===== src/rtl/gpio_pkg.sv =====
package gpio_pkg;
  localparam int ADDR_DIR = 0;  // write: direction, read: pin levels
  localparam int ADDR_ODR = 1;  // output data, read/write
endpackage


===== src/rtl/gpio_sync.sv =====
module gpio_sync #(
  parameter int WIDTH  = 8,
  parameter int STAGES = 2
) (
  input  logic             clk,
  input  logic             rst,
  input  logic [WIDTH-1:0] d,
  output logic [WIDTH-1:0] q
);
  logic [WIDTH-1:0] stage_q [STAGES];

  always_ff @(posedge clk) begin
    if (rst) stage_q[0] <= '0;
    else     stage_q[0] <= d;
  end

  for (genvar s = 1; s < STAGES; s++) begin : g_stage
    always_ff @(posedge clk) begin
      if (rst) stage_q[s] <= '0;
      else     stage_q[s] <= stage_q[s-1];
    end
  end

  assign q = stage_q[STAGES-1];

  if (STAGES == 2) begin : g_chk
    a_r9_two_edge_delay: assert property (@(posedge clk) disable iff (rst)
      (!$past(rst) && !$past(rst, 2)) |-> (q == $past(d, 2)));
  end
endmodule


===== src/rtl/gpio_regs.sv =====
module gpio_regs #(
  parameter int WIDTH  = 8,
  parameter int ADDR_W = 1
) (
  input  logic              clk,
  input  logic              rst,
  input  logic              we,
  input  logic [ADDR_W-1:0] addr,
  input  logic [WIDTH-1:0]  wdata,
  input  logic [WIDTH-1:0]  pin_sync,
  output logic [WIDTH-1:0]  dir_q,
  output logic [WIDTH-1:0]  odr_q,
  output logic [WIDTH-1:0]  rdata
);
  import gpio_pkg::*;
  localparam logic [ADDR_W-1:0] A_DIR = ADDR_W'(ADDR_DIR);
  localparam logic [ADDR_W-1:0] A_ODR = ADDR_W'(ADDR_ODR);

  always_ff @(posedge clk) begin
    if (rst) begin
      dir_q <= '0;
      odr_q <= '0;
    end else if (we) begin
      if (addr == A_DIR) dir_q <= wdata;
      if (addr == A_ODR) odr_q <= wdata;
    end
  end

  // direction bits are never visible on the read path
  always_ff @(posedge clk) begin
    if (rst)                rdata <= '0;
    else if (addr == A_DIR) rdata <= pin_sync;
    else if (addr == A_ODR) rdata <= odr_q;
    else                    rdata <= '0;
  end

  a_r2_dir_load: assert property (@(posedge clk) disable iff (rst)
    (we && addr == A_DIR) |=> (dir_q == $past(wdata)));
  a_r5_odr_load: assert property (@(posedge clk) disable iff (rst)
    (we && addr == A_ODR) |=> (odr_q == $past(wdata)));
  a_r11_hold: assert property (@(posedge clk) disable iff (rst)
    !we |=> ($stable(dir_q) && $stable(odr_q)));
  a_r4_pin_read: assert property (@(posedge clk) disable iff (rst)
    (!$past(rst) && $past(addr) == A_DIR) |-> (rdata == $past(pin_sync)));
endmodule


===== src/rtl/gpio_pad_mux.sv =====
module gpio_pad_mux #(
  parameter int WIDTH   = 8,
  parameter int OVR_LSB = 2
) (
  input  logic                     clk,
  input  logic                     rst,
  input  logic [WIDTH-1:0]         dir_q,
  input  logic [WIDTH-1:0]         odr_q,
  input  logic                     periph_en,
  input  logic [WIDTH-OVR_LSB-1:0] periph_oe,
  input  logic [WIDTH-OVR_LSB-1:0] periph_out,
  output logic [WIDTH-1:0]         pad_oe,
  output logic [WIDTH-1:0]         pad_out
);
  logic [WIDTH-1:0] oe_d, out_d;

  for (genvar i = 0; i < WIDTH; i++) begin : g_pin
    if (i >= OVR_LSB) begin : g_ovr
      assign oe_d[i]  = periph_en ? periph_oe[i-OVR_LSB]  : dir_q[i];
      assign out_d[i] = periph_en ? periph_out[i-OVR_LSB] : odr_q[i];
    end else begin : g_fixed
      assign oe_d[i]  = dir_q[i];
      assign out_d[i] = odr_q[i];
    end
  end

  always_ff @(posedge clk) begin
    if (rst) begin
      pad_oe  <= '0;
      pad_out <= '0;
    end else begin
      pad_oe  <= oe_d;
      pad_out <= out_d;
    end
  end

  a_r7_periph_drives: assert property (@(posedge clk) disable iff (rst)
    (!$past(rst) && $past(periph_en)) |->
      (pad_oe[WIDTH-1:OVR_LSB] == $past(periph_oe) &&
       pad_out[WIDTH-1:OVR_LSB] == $past(periph_out)));
  a_r10_regs_drive: assert property (@(posedge clk) disable iff (rst)
    (!$past(rst) && !$past(periph_en)) |->
      (pad_oe[WIDTH-1:OVR_LSB] == $past(dir_q[WIDTH-1:OVR_LSB]) &&
       pad_out[WIDTH-1:OVR_LSB] == $past(odr_q[WIDTH-1:OVR_LSB])));
  if (OVR_LSB > 0) begin : g_low_chk
    a_r8_low_pins: assert property (@(posedge clk) disable iff (rst)
      !$past(rst) |->
        (pad_oe[OVR_LSB-1:0] == $past(dir_q[OVR_LSB-1:0]) &&
         pad_out[OVR_LSB-1:0] == $past(odr_q[OVR_LSB-1:0])));
  end
endmodule


===== src/rtl/gpio_port.sv =====
module gpio_port #(
  parameter int WIDTH       = 8,
  parameter int OVR_LSB     = 2,
  parameter int ADDR_W      = 1,
  parameter int SYNC_STAGES = 2,
  localparam int OVR_W      = WIDTH - OVR_LSB
) (
  input  logic              clk,
  input  logic              rst,
  input  logic              bus_we,
  input  logic [ADDR_W-1:0] bus_addr,
  input  logic [WIDTH-1:0]  bus_wdata,
  output logic [WIDTH-1:0]  bus_rdata,
  input  logic              periph_en,
  input  logic [OVR_W-1:0]  periph_oe,
  input  logic [OVR_W-1:0]  periph_out,
  input  logic [WIDTH-1:0]  pad_in,
  output logic [WIDTH-1:0]  pad_oe,
  output logic [WIDTH-1:0]  pad_out
);
  logic [WIDTH-1:0] pin_sync, dir_q, odr_q;

  gpio_sync #(.WIDTH(WIDTH), .STAGES(SYNC_STAGES)) u_sync (
    .clk(clk), .rst(rst), .d(pad_in), .q(pin_sync)
  );

  gpio_regs #(.WIDTH(WIDTH), .ADDR_W(ADDR_W)) u_regs (
    .clk(clk), .rst(rst), .we(bus_we), .addr(bus_addr), .wdata(bus_wdata),
    .pin_sync(pin_sync), .dir_q(dir_q), .odr_q(odr_q), .rdata(bus_rdata)
  );

  gpio_pad_mux #(.WIDTH(WIDTH), .OVR_LSB(OVR_LSB)) u_mux (
    .clk(clk), .rst(rst), .dir_q(dir_q), .odr_q(odr_q),
    .periph_en(periph_en), .periph_oe(periph_oe), .periph_out(periph_out),
    .pad_oe(pad_oe), .pad_out(pad_out)
  );

  a_r1_reset_clear: assert property (@(posedge clk)
    $past(rst) |-> (pad_oe == '0 && pad_out == '0 && bus_rdata == '0));
endmodule


===== config.mk =====
export PLATFORM = sky130hd
export DESIGN_NAME = gpio_port
export DESIGN_NICKNAME = d
export VERILOG_FILES = /design/src/rtl/gpio_pkg.sv /design/src/rtl/gpio_sync.sv /design/src/rtl/gpio_regs.sv /design/src/rtl/gpio_pad_mux.sv /design/src/rtl/gpio_port.sv
export SDC_FILE = /design/constraint.sdc
export NUM_CORES = 1
export LEC_CHECK = 0
export ABC_AREA = 1
export ABC_CLOCK_PERIOD_IN_PS = 800
export CAP_MARGIN = 20
export CORE_UTILIZATION = 41
export CTS_CLUSTER_SIZE = 25
export DETAILED_ROUTE_END_ITERATION = 7
export PLACE_DENSITY = 0.74
export SETUP_SLACK_MARGIN = 0.4
export SLEW_MARGIN = 20
export SYNTH_ARGS = -nofsm -noshare
export SYNTH_HDL_FRONTEND = slang
export SYNTH_SLANG_ARGS = --single-unit

===== constraint.sdc =====
create_clock -name clk -period 0.8 [get_ports clk]
set_input_delay 0.12 -clock clk [delete_from_list [all_inputs] [get_ports clk]]
set_output_delay 0.12 -clock clk [all_outputs]
set_load 0.05 [all_outputs]

==> results.md, run 1 <==
- The run finished, with violations left.
- The checks that failed: negative setup slack.
- After synthesis the netlist holds a flip-flop and latch count of 56.
- The fmax is 1070 MHz.
- The analysis attributes to cell leakage a power of 1.35 nW.
- The via count of the first global-routing pass came to 1,636.
- The critical hold path startpoint is pad_in[6].
- The number of max-slew violations in the final report came to 0.
- Once detailed placement completed, the half-perimeter wirelength came to roughly 2.7 mm.
- The clock period minus worst slack is 0.935 ns.
- The vertical die dimension is 69.7 um.
- The number of cells on the worst reg-to-reg path is 2.
- Clock tree synthesis selected as its root buffer the cell sky130_fd_sc_hd__clkbuf_8.
- Summed over all failing endpoints, the final setup total negative slack is -3.03 ns.
- The die outline area is 4860 sq um.
- The commonest cells after synthesis are 72 x sky130_fd_sc_hd__nor2_1, 56 x sky130_fd_sc_hd__dfxtp_1, 29 x sky130_fd_sc_hd__inv_1.
- Of all nets on the critical path, the largest fanout is 1.
- The final core utilization is 72.1%.
- The share of total power in sequential cells is 52.6%.
- The internal power component is 4.16 mW.
- After clock tree synthesis, the clock-pin slew on the worst setup and hold paths is 0.10 ns.
- The synthesized netlist net count is around 270.
- The share of the clock period used by the worst path after layout is 117%.
- The kind of cell with the highest combined delay along the critical path is flip-flops.
- The clock power share is 27.9%.
- The overall fraction of global-route tracks in use is 18.7%.
- The final setup violation count is 24.
- Synthesis produced a netlist whose cell count is approximately 240.
- Setup slack on the critical path of the routed design comes to -0.135 ns.
- STA classifies the critical path startpoint as a register.
- The starting density of the core is 42.8%.
- The sum of buffers and inverters on the critical path is 1.
- Across all register-to-register paths, the minimum setup slack is about 0.17 ns.
- Across the run, the number of max-cap violations was 0.
- The portion of total power attributed to combinational logic is between 10% and 20%.
- sky130_fd_sc_hd__dfxtp_1 takes more of the synthesized area than any other cell.
- At the pin with the least slew margin, the transition time is 0.237 ns.
- Dividing the detail-routed wire length by the instance count gives 12.3 um.
- The antenna violation net count after detailed routing is 0.
- The iteration-0 DRC count of the detailed router is 80.
- Summed over all layers, the routed wires come to 4.35 mm.
- In the post-synthesis netlist, the biggest area contributors are sky130_fd_sc_hd__dfxtp_1 60%, sky130_fd_sc_hd__nor2_1 14%, sky130_fd_sc_hd__inv_1 5.8%.
- The detailed-route vias per instance is 4.80.
- TritonCTS built the clock tree.
- For this run, the leading register cell type out of synthesis is sky130_fd_sc_hd__dfxtp_1.
- The cell with the biggest individual delay on the critical path is sky130_fd_sc_hd__dfxtp_4.
- The maximum buffer depth of the clock tree is 2.
- The critical path goes through buf_12.
- The placed cell count is 338.
- The number of warnings issued by yosys is 0.
- The relative slew slack is 84.2%.
- The share of synthesized area in the top cell type comes to 59.7%.
- The global-route wire length before repair is 7.20 mm.
- VDD sags by at most 1170 uV.
- After synthesis, flip-flops and latches occupy 59.7% of the total area.
- Of the cells placed in the final design, the portion with a size suffix greater than 1 is 46.8%.
- The detailed-route via count is approximately 1,700.
- Summed over all nets, the switching power comes to 1.59 mW.
- The largest single stage delay on the critical path is 0.36 ns.
- The category of the worst setup path capture point is a primary output.
- Buffers inserted during clock tree synthesis total 5.
- The clock sink count is 56.
- Entering global routing, the biggest net connects 18 pins.
- The number of input and output port buffers inserted is 56.
- The cell depth of the worst hold path is 3.
- At the later pin of the worst-skew pair, clock insertion delay measures 0.31 ns.
- Relative to the synthesized area, the layout overhead comes to 68.4%.
- After synthesis, the share of flip-flops with an asynchronous set or reset is 0%.
- Dividing the synthesized area by the synthesized cell count gives 7.96 sq um.
- The repair_antennas step left the layout with diodes totalling 0.
- In this run the worst hold path is classified as input port to register.
- The final hold violation count was 0.
- The cell area reported after detailed placement is 2860 sq um.
- After floorplanning, the core was sized to cover 4380 sq um.
- The worst register-to-register path ends at u_regs.odr_q[5]$_SDFFE_PP0P_.
- The final worst hold slack is 0.120 ns.
- The number of enable flip-flop cells after synthesis is 0.
- Setup repair after global routing could not meet its margin everywhere.
- In this run the cell area of the synthesized design comes to 1880 sq um.
- The chip width is 69.7 um.
- The standard-cell row count is 24.
- The worst hold path endpoint is u_sync.stage_q[0][6]$_SDFF_PP0_.
- The number of H-tree levels is 2.
- Counting distinct cell types in the post-synthesis netlist gives 14.
- The most instantiated library cell after synthesis is sky130_fd_sc_hd__nor2_1.
- The arrival time of data at the critical path endpoint is 0.81 ns.
- The first detailed-routing pass took 4 iterations.
- For this design the top-level I/O count stands at 57.
- The net count of the finished layout is 333.
- The finished layout holds 353 standard cells, fillers aside.
- The finished cells cover 3160 sq um.
- Clock skew on the completed layout was measured at 0.00530 ns.
- The required time reported for the critical path endpoint is roughly 0.7 ns.
- The total congestion overflow is 0.
- For this design the ratio of total power to cell area is 1820 nW/um^2.
- The worst setup path is of the register to primary output kind.
- In this run switching power makes up 27.6% of total power.
- The startpoint of the worst register-to-register path is u_regs.odr_q[5]$_SDFFE_PP0P_.
- The routability-driven placement congestion ratio is 0.768.
- The initial antenna violation count is 0.
- The final routed DRC violation total is 0.
[layout by cell type, fill, tap and decap left out]
cell type                         netlist  layout
sky130_fd_sc_hd__buf_2                  8       3
sky130_fd_sc_hd__a21oi_2                0       6
sky130_fd_sc_hd__dlygate4sd2_1          0      17
sky130_fd_sc_hd__buf_4                  1       5
sky130_fd_sc_hd__clkbuf_8               0       6
sky130_fd_sc_hd__dfxtp_4                0      28
sky130_fd_sc_hd__nor2_1                72      62
sky130_fd_sc_hd__buf_6                  1       4
sky130_fd_sc_hd__nor2_2                 1       7
sky130_fd_sc_hd__nor2_4                 0       4
sky130_fd_sc_hd__nand3_2                0       2
sky130_fd_sc_hd__nand2_4                0       1
sky130_fd_sc_hd__nand2_1               17       9
sky130_fd_sc_hd__inv_4                  0       4
sky130_fd_sc_hd__o21ai_2                0       9
sky130_fd_sc_hd__inv_2                  3       8
sky130_fd_sc_hd__dfxtp_2                0      18
sky130_fd_sc_hd__o21ai_1                8      11
sky130_fd_sc_hd__buf_12                 0      26
sky130_fd_sc_hd__nand2_8                0       1
sky130_fd_sc_hd__a21oi_1               10       4
sky130_fd_sc_hd__nand3_1               16      14
sky130_fd_sc_hd__dfxtp_1               56      10
sky130_fd_sc_hd__inv_6                  0       1
sky130_fd_sc_hd__inv_1                 29      21
sky130_fd_sc_hd__clkdlybuf4s50_1        0      12
sky130_fd_sc_hd__nand2_2                0       6
sky130_fd_sc_hd__clkinvlp_4             0       2
[metal layers]
metal | up-vias | track usage, % | share of wire, %
met5 | - | 0 | 0
met4 | 0 | 9.56 | 3.4
met3 | 17 | 4.80 | 5.3
met2 | 69 | 32.5 | 49
met1 | 762 | 21.2 | 42
li1 | 847 | - | -
[power by group through the flow]
| stage | registers (mW) | logic, mW | clock network, mW |
|---|---|---|---|
| 2_1_floorplan | 3.26 | 0.347 | 0 |
| 3_3_place_gp | 3.06 | 1.02 | 0 |
| 6_report | 3.02 | 1.12 | 1.60 |
| 3_5_place_dp | 3.07 | 1.04 | 0 |
| 5_1_grt | 3.04 | 1.19 | 1.75 |
| 4_1_cts | 3.02 | 1.06 | 1.62 |
[area by class of cell]
type                       instances  area (sq um)
sequential                        56          1250
fill                             311          1220
timing repair buffer              67           887
multi-input combinational        136           721
inverter                          32           130
clock buffer                       6          82.6
tap                               52          65.1
clock inverter                     2          13.8
timing repair inverter             2          13.8
[metrics by stage]
step,setup WS (ns),total power [mW]
after CTS,-0.144,5.70
final,-0.135,5.74
after detailed placement,-0.445,4.10
after global routing,-0.158,5.98
after global placement,-0.396,4.09
after floorplan,0.173,3.61
[flip-flops by register name, indices dropped and copies added (netlist names)]
name	flops
u_mux.pad_oe	8
u_mux.pad_out	8
u_regs.dir_q	8
u_regs.odr_q	8
u_regs.rdata	8
u_sync.stage_q	16
[worst max-delay path by stage]
stage	slack, ns	from	cells past startpoint	end
3_3_place_gp	-0.40	bus_we	6	u_regs.dir_q[6]$_SDFFE_PP0P_
2_1_floorplan	0.17	bus_addr	4	u_regs.rdata[2]$_SDFF_PP0_
4_1_cts	-0.14	u_mux.pad_out[1]$_SDFF_PP0_	1	pad_out[1]
3_5_place_dp	-0.45	bus_we	6	u_regs.dir_q[3]$_SDFFE_PP0P_
6_report	-0.13	u_mux.pad_out[1]$_SDFF_PP0_	1	pad_out[1]
5_1_grt	-0.16	u_mux.pad_out[1]$_SDFF_PP0_	1	pad_out[1]
[cell families after synthesis]
| kind of cell | synth area share (%) |
|---|---|
| simple gates | 22.4 |
| flops | 59.7 |
| buf+inv | 9.93 |
| compound gates | 7.99 |
[what timing repair did]
| item | 4_1_cts | 5_1_grt |
|---|---|---|
| gates cloned | 3 | 0 |
| hold buffers | 0 | 0 |
| gates resized for setup | 62 | 44 |
| setup buffers | 4 | 0 |
| pin swaps | 32 | 11 |
| setup endpoints to repair | 80 | 72 |
Note: power is estimated with default switching activity, not from simulation.
==> run 2: changes to the inputs <==
--- a/config.mk
+++ b/config.mk
@@ -11,7 +11,7 @@
 export CORE_UTILIZATION = 41
 export CTS_CLUSTER_SIZE = 25
 export DETAILED_ROUTE_END_ITERATION = 7
-export PLACE_DENSITY = 0.74
+export PLACE_DENSITY_LB_ADDON = 0.2
 export SETUP_SLACK_MARGIN = 0.4
 export SLEW_MARGIN = 20
 export SYNTH_ARGS = -nofsm -noshare
==> constraint.sdc (replaced) <==
create_clock -name clk -period 0.8 [get_ports clk]
set_input_delay 0.12 -clock clk [delete_from_list [all_inputs] [get_ports clk]]
set_output_delay 0.12 -clock clk [all_outputs]
set_load 0.01 [all_outputs]
==> run 2 against run 1 <==
The flow still finishes with violations (negative setup slack). Sequential power about the same. Hold slack got worse by 0.0023 ns. Register-to-register slack about the same. Via count fell by 3.2%. Combinational power shrank 31%.
==> results.md, run 2 (same netlist as run 1, synthesis figures left out) <==
- The standard-cell row count was 24 (unchanged).
- The standard cell core area is 4380 sq um (unchanged).
- The starting density of the core was 42.8% (unchanged).
- The worst setup path is launched from a register.
- The critical path goes through buf_6.
- In this run the worst hold path is classified as input port to register.
- The clock-pin slew on the worst setup and hold paths came to 0.10 ns (about the same).
- The chip width is 69.7 um (unchanged).
- The via count of the first global-routing pass is 1,487 (-9.1%).
- The antenna violation net count after detailed routing came to 0 (unchanged).
- The power density over cell area is 1860 nW/um^2 (+2.2%).
- The number of H-tree levels came to 2 (unchanged).
- TritonCTS built the clock tree.
- The total of fill cells in the finished design was 399 (+28%).
- The number of CTS-inserted buffers is 5 (unchanged).
- The initial antenna violation count is 0 (unchanged).
- The count of TritonRoute iterations in the first routing pass was 4 (unchanged).
- The post-DP HPWL is 2.49 mm (-7.2%).
- The portion of total power attributed to combinational logic is 14.5% (-5.0 points).
- The checks that failed: negative setup slack.
- The detailed-route via count came to 1,641 (-3.2%).
- The final setup violation count is 24 (unchanged).
- The detailed-route vias per instance was 4.65 (-3.2%).
- The total congestion overflow is 0 (unchanged).
- The iteration-0 DRC count of the detailed router was 50 (-38%).
- The maximum buffer depth of the clock tree is 2 (unchanged).
- The pin count of the biggest net entering global routing is 29 (+11).
- The overall routed net length is 4.08 mm (-6.3%).
- The cell area reported after detailed placement came to 2560 sq um (-10%).
- The clock sink count came to 56 (unchanged).
- The source-to-sink clock delay at the later pin of the worst-skew pair came to 0.31 ns (about the same).
- The share of total power in sequential cells is 56.7% (+4.1 points).
- The count of placed standard cells in the final layout, fillers left out came to 353 (unchanged).
- The transition time at the pin with the least slew margin was 0.210 ns (-0.0272 ns).
- The number of input and output port buffers inserted was 56 (unchanged).
- More flip-flops sit in one register than any other, and that register is u_sync.stage_q.
- The number of max-slew violations in the final report is 0 (unchanged).
- The design area is 2890 sq um (-8.7%).
- The placed cell count is 339 (+0.30%).
- The family with the most delay on the worst path is flip-flops.
- The setup total negative slack came to -1.69 ns (+1.34 ns).
- The worst setup path is of the register to primary output kind.
- The clock power share is 28.9% (+1.0 points).
- The net switching share of the total power is 25.6% (-2.1 points).
- The top-level I/O count came to 57 (unchanged).
- The final layout net count is 333 (unchanged).
- The net load switching power is 1.37 mW (-14%).
- The relative slew slack came to 86.0% (+1.9 points).
- The die outline area came to 4860 sq um (unchanged).
- The detailed-route wire length per cell is 11.6 um (-6.3%).
- The sum of buffers and inverters on the critical path is 1 (unchanged).
- The library cells used most frequently in the layout, excluding fill and tap cells, are 63 x sky130_fd_sc_hd__nor2_1, 43 x sky130_fd_sc_hd__dfxtp_2, 24 x sky130_fd_sc_hd__buf_6.
- The global-route wire length before repair came to 6.67 mm (-7.5%).
- The flow ran to the end, but the final reports show violations.
- The maximum VDD drop is 1120 uV (-4.3%).
- The internal power component is 3.99 mW (-4.0%).
- The clock period minus worst slack is 0.884 ns (-0.0508 ns).
- Setup repair after global routing could not meet its margin everywhere.
- The required time reported for the critical path endpoint came to 0.68 ns (about the same).
- The number of flip-flops under the largest register name is 16 (unchanged).
- The vertical die dimension is 69.7 um (unchanged).
- The top fanout value on the critical path is 1 (unchanged).
- The largest individual stage delay along the critical path comes from the cell sky130_fd_sc_hd__dfxtp_2.
- The final routed DRC violation total is 0 (unchanged).
- The area growth from synthesis to layout is 53.6%.
- The static power due to leakage is 1.28 nW (-5.3%).
- The arrival time of data at the critical path endpoint was 0.76 ns (-0.05 ns).
- The category of the worst setup path capture point is a primary output.
- The overall fraction of global-route tracks in use is 17.6% (-1.2 points).
- The count of inserted antenna diode cells came to 0 (unchanged).
- The clock tree root driver cell is sky130_fd_sc_hd__clkbuf_8.
- The biggest cell delay along the critical path is 0.34 ns (-0.02 ns).
- The number of max-cap violations was 0 (unchanged).
- The number of hold-repair buffers added at the cts stage is 0 (unchanged).
- The fraction of layout cells with a size suffix above 1 is 48.2% (+1.3 points).
- The final hold violation count is 0 (unchanged).
- The library cell used most frequently in the layout, excluding fill and tap cells, is sky130_fd_sc_hd__nor2_1.
- The final worst-path setup slack is -0.0841 ns (+0.0508 ns).
- The fmax came to 1130 MHz (+5.8%).
- The share of the clock period used by the worst path after layout is 111% (-6.4 points).
- The clock skew came to 0.00614 ns (+0.000840 ns).
- The final core utilization is 65.8% (-6.3 points).
- The routability-driven placement congestion ratio was 0.777 (+1.2%).
==> run 2: worst reg2reg max path, cell delays in order (launching register included) <==
cell	delay (ns)
sky130_fd_sc_hd__dfxtp_4	0.39
sky130_fd_sc_hd__nand2_2	0.06
sky130_fd_sc_hd__a21oi_2	0.12
==> run 2: cell type report <==
class	count	area, sq um	area share, %
inverter	32	130	4.51
clock inverter	2	16.3	0.564
timing repair buffer	67	677	23.5
clock buffer	6	72.6	2.52
tap	52	65.1	2.25
timing repair inverter	2	13.8	0.477
multi-input combinational	136	721	25.0
sequential	56	1190	41.2
==> run 2: final timing paths <==
kind | end | start | slack, ns | depth (start not counted)
max | bus_rdata[2] | u_regs.rdata[2]$_SDFF_PP0_ | -0.08 | 1
min | u_sync.stage_q[0][3]$_SDFF_PP0_ | pad_in[3] | 0.12 | 3
max reg2reg | u_regs.odr_q[4]$_SDFFE_PP0P_ | u_regs.odr_q[4]$_SDFFE_PP0P_ | 0.17 | 2
min reg2reg | u_sync.stage_q[1][0]$_SDFF_PP0_ | u_sync.stage_q[0][0]$_SDFF_PP0_ | 0.40 | 2
==> run 2: per-layer routing <==
layer	vias up	GRT usage (%)	part of all wire (%)
li1	845	-	-
met1	725	22.2	44
met2	62	27.3	46
met3	9	5.67	7.2
met4	0	8.00	2.2
met5	-	0	0
==> run 2: repair_timing <==
action	4_1_cts	5_1_grt
buffers inserted	4	0
hold endpoints to repair	0	0
gates cloned	2	0
resized for setup	180	50
pin swaps	32	11
setup endpoints to repair	80	72
==> run 2: stage by stage <==
step | hold slack, ns | total power, mW | worst slack, ns
6_report | 0.118 | 5.36 | -0.0841
5_1_grt | 0.122 | 5.61 | -0.110
4_1_cts | 0.115 | 5.33 | -0.0941
3_5_place_dp | 0.398 | 3.76 | -0.430
3_3_place_gp | 0.395 | 3.75 | -0.420
2_1_floorplan | 0.232 | 3.44 | 0.173
==> run 2: power by group through the flow <==
stage	clock network (mW)	registers (mW)	logic (mW)
after floorplan	0	3.10	0.345
after global placement	0	3.07	0.683
after detailed placement	0	3.07	0.689
after CTS	1.58	3.03	0.717
after global routing	1.70	3.05	0.850
final	1.55	3.04	0.775
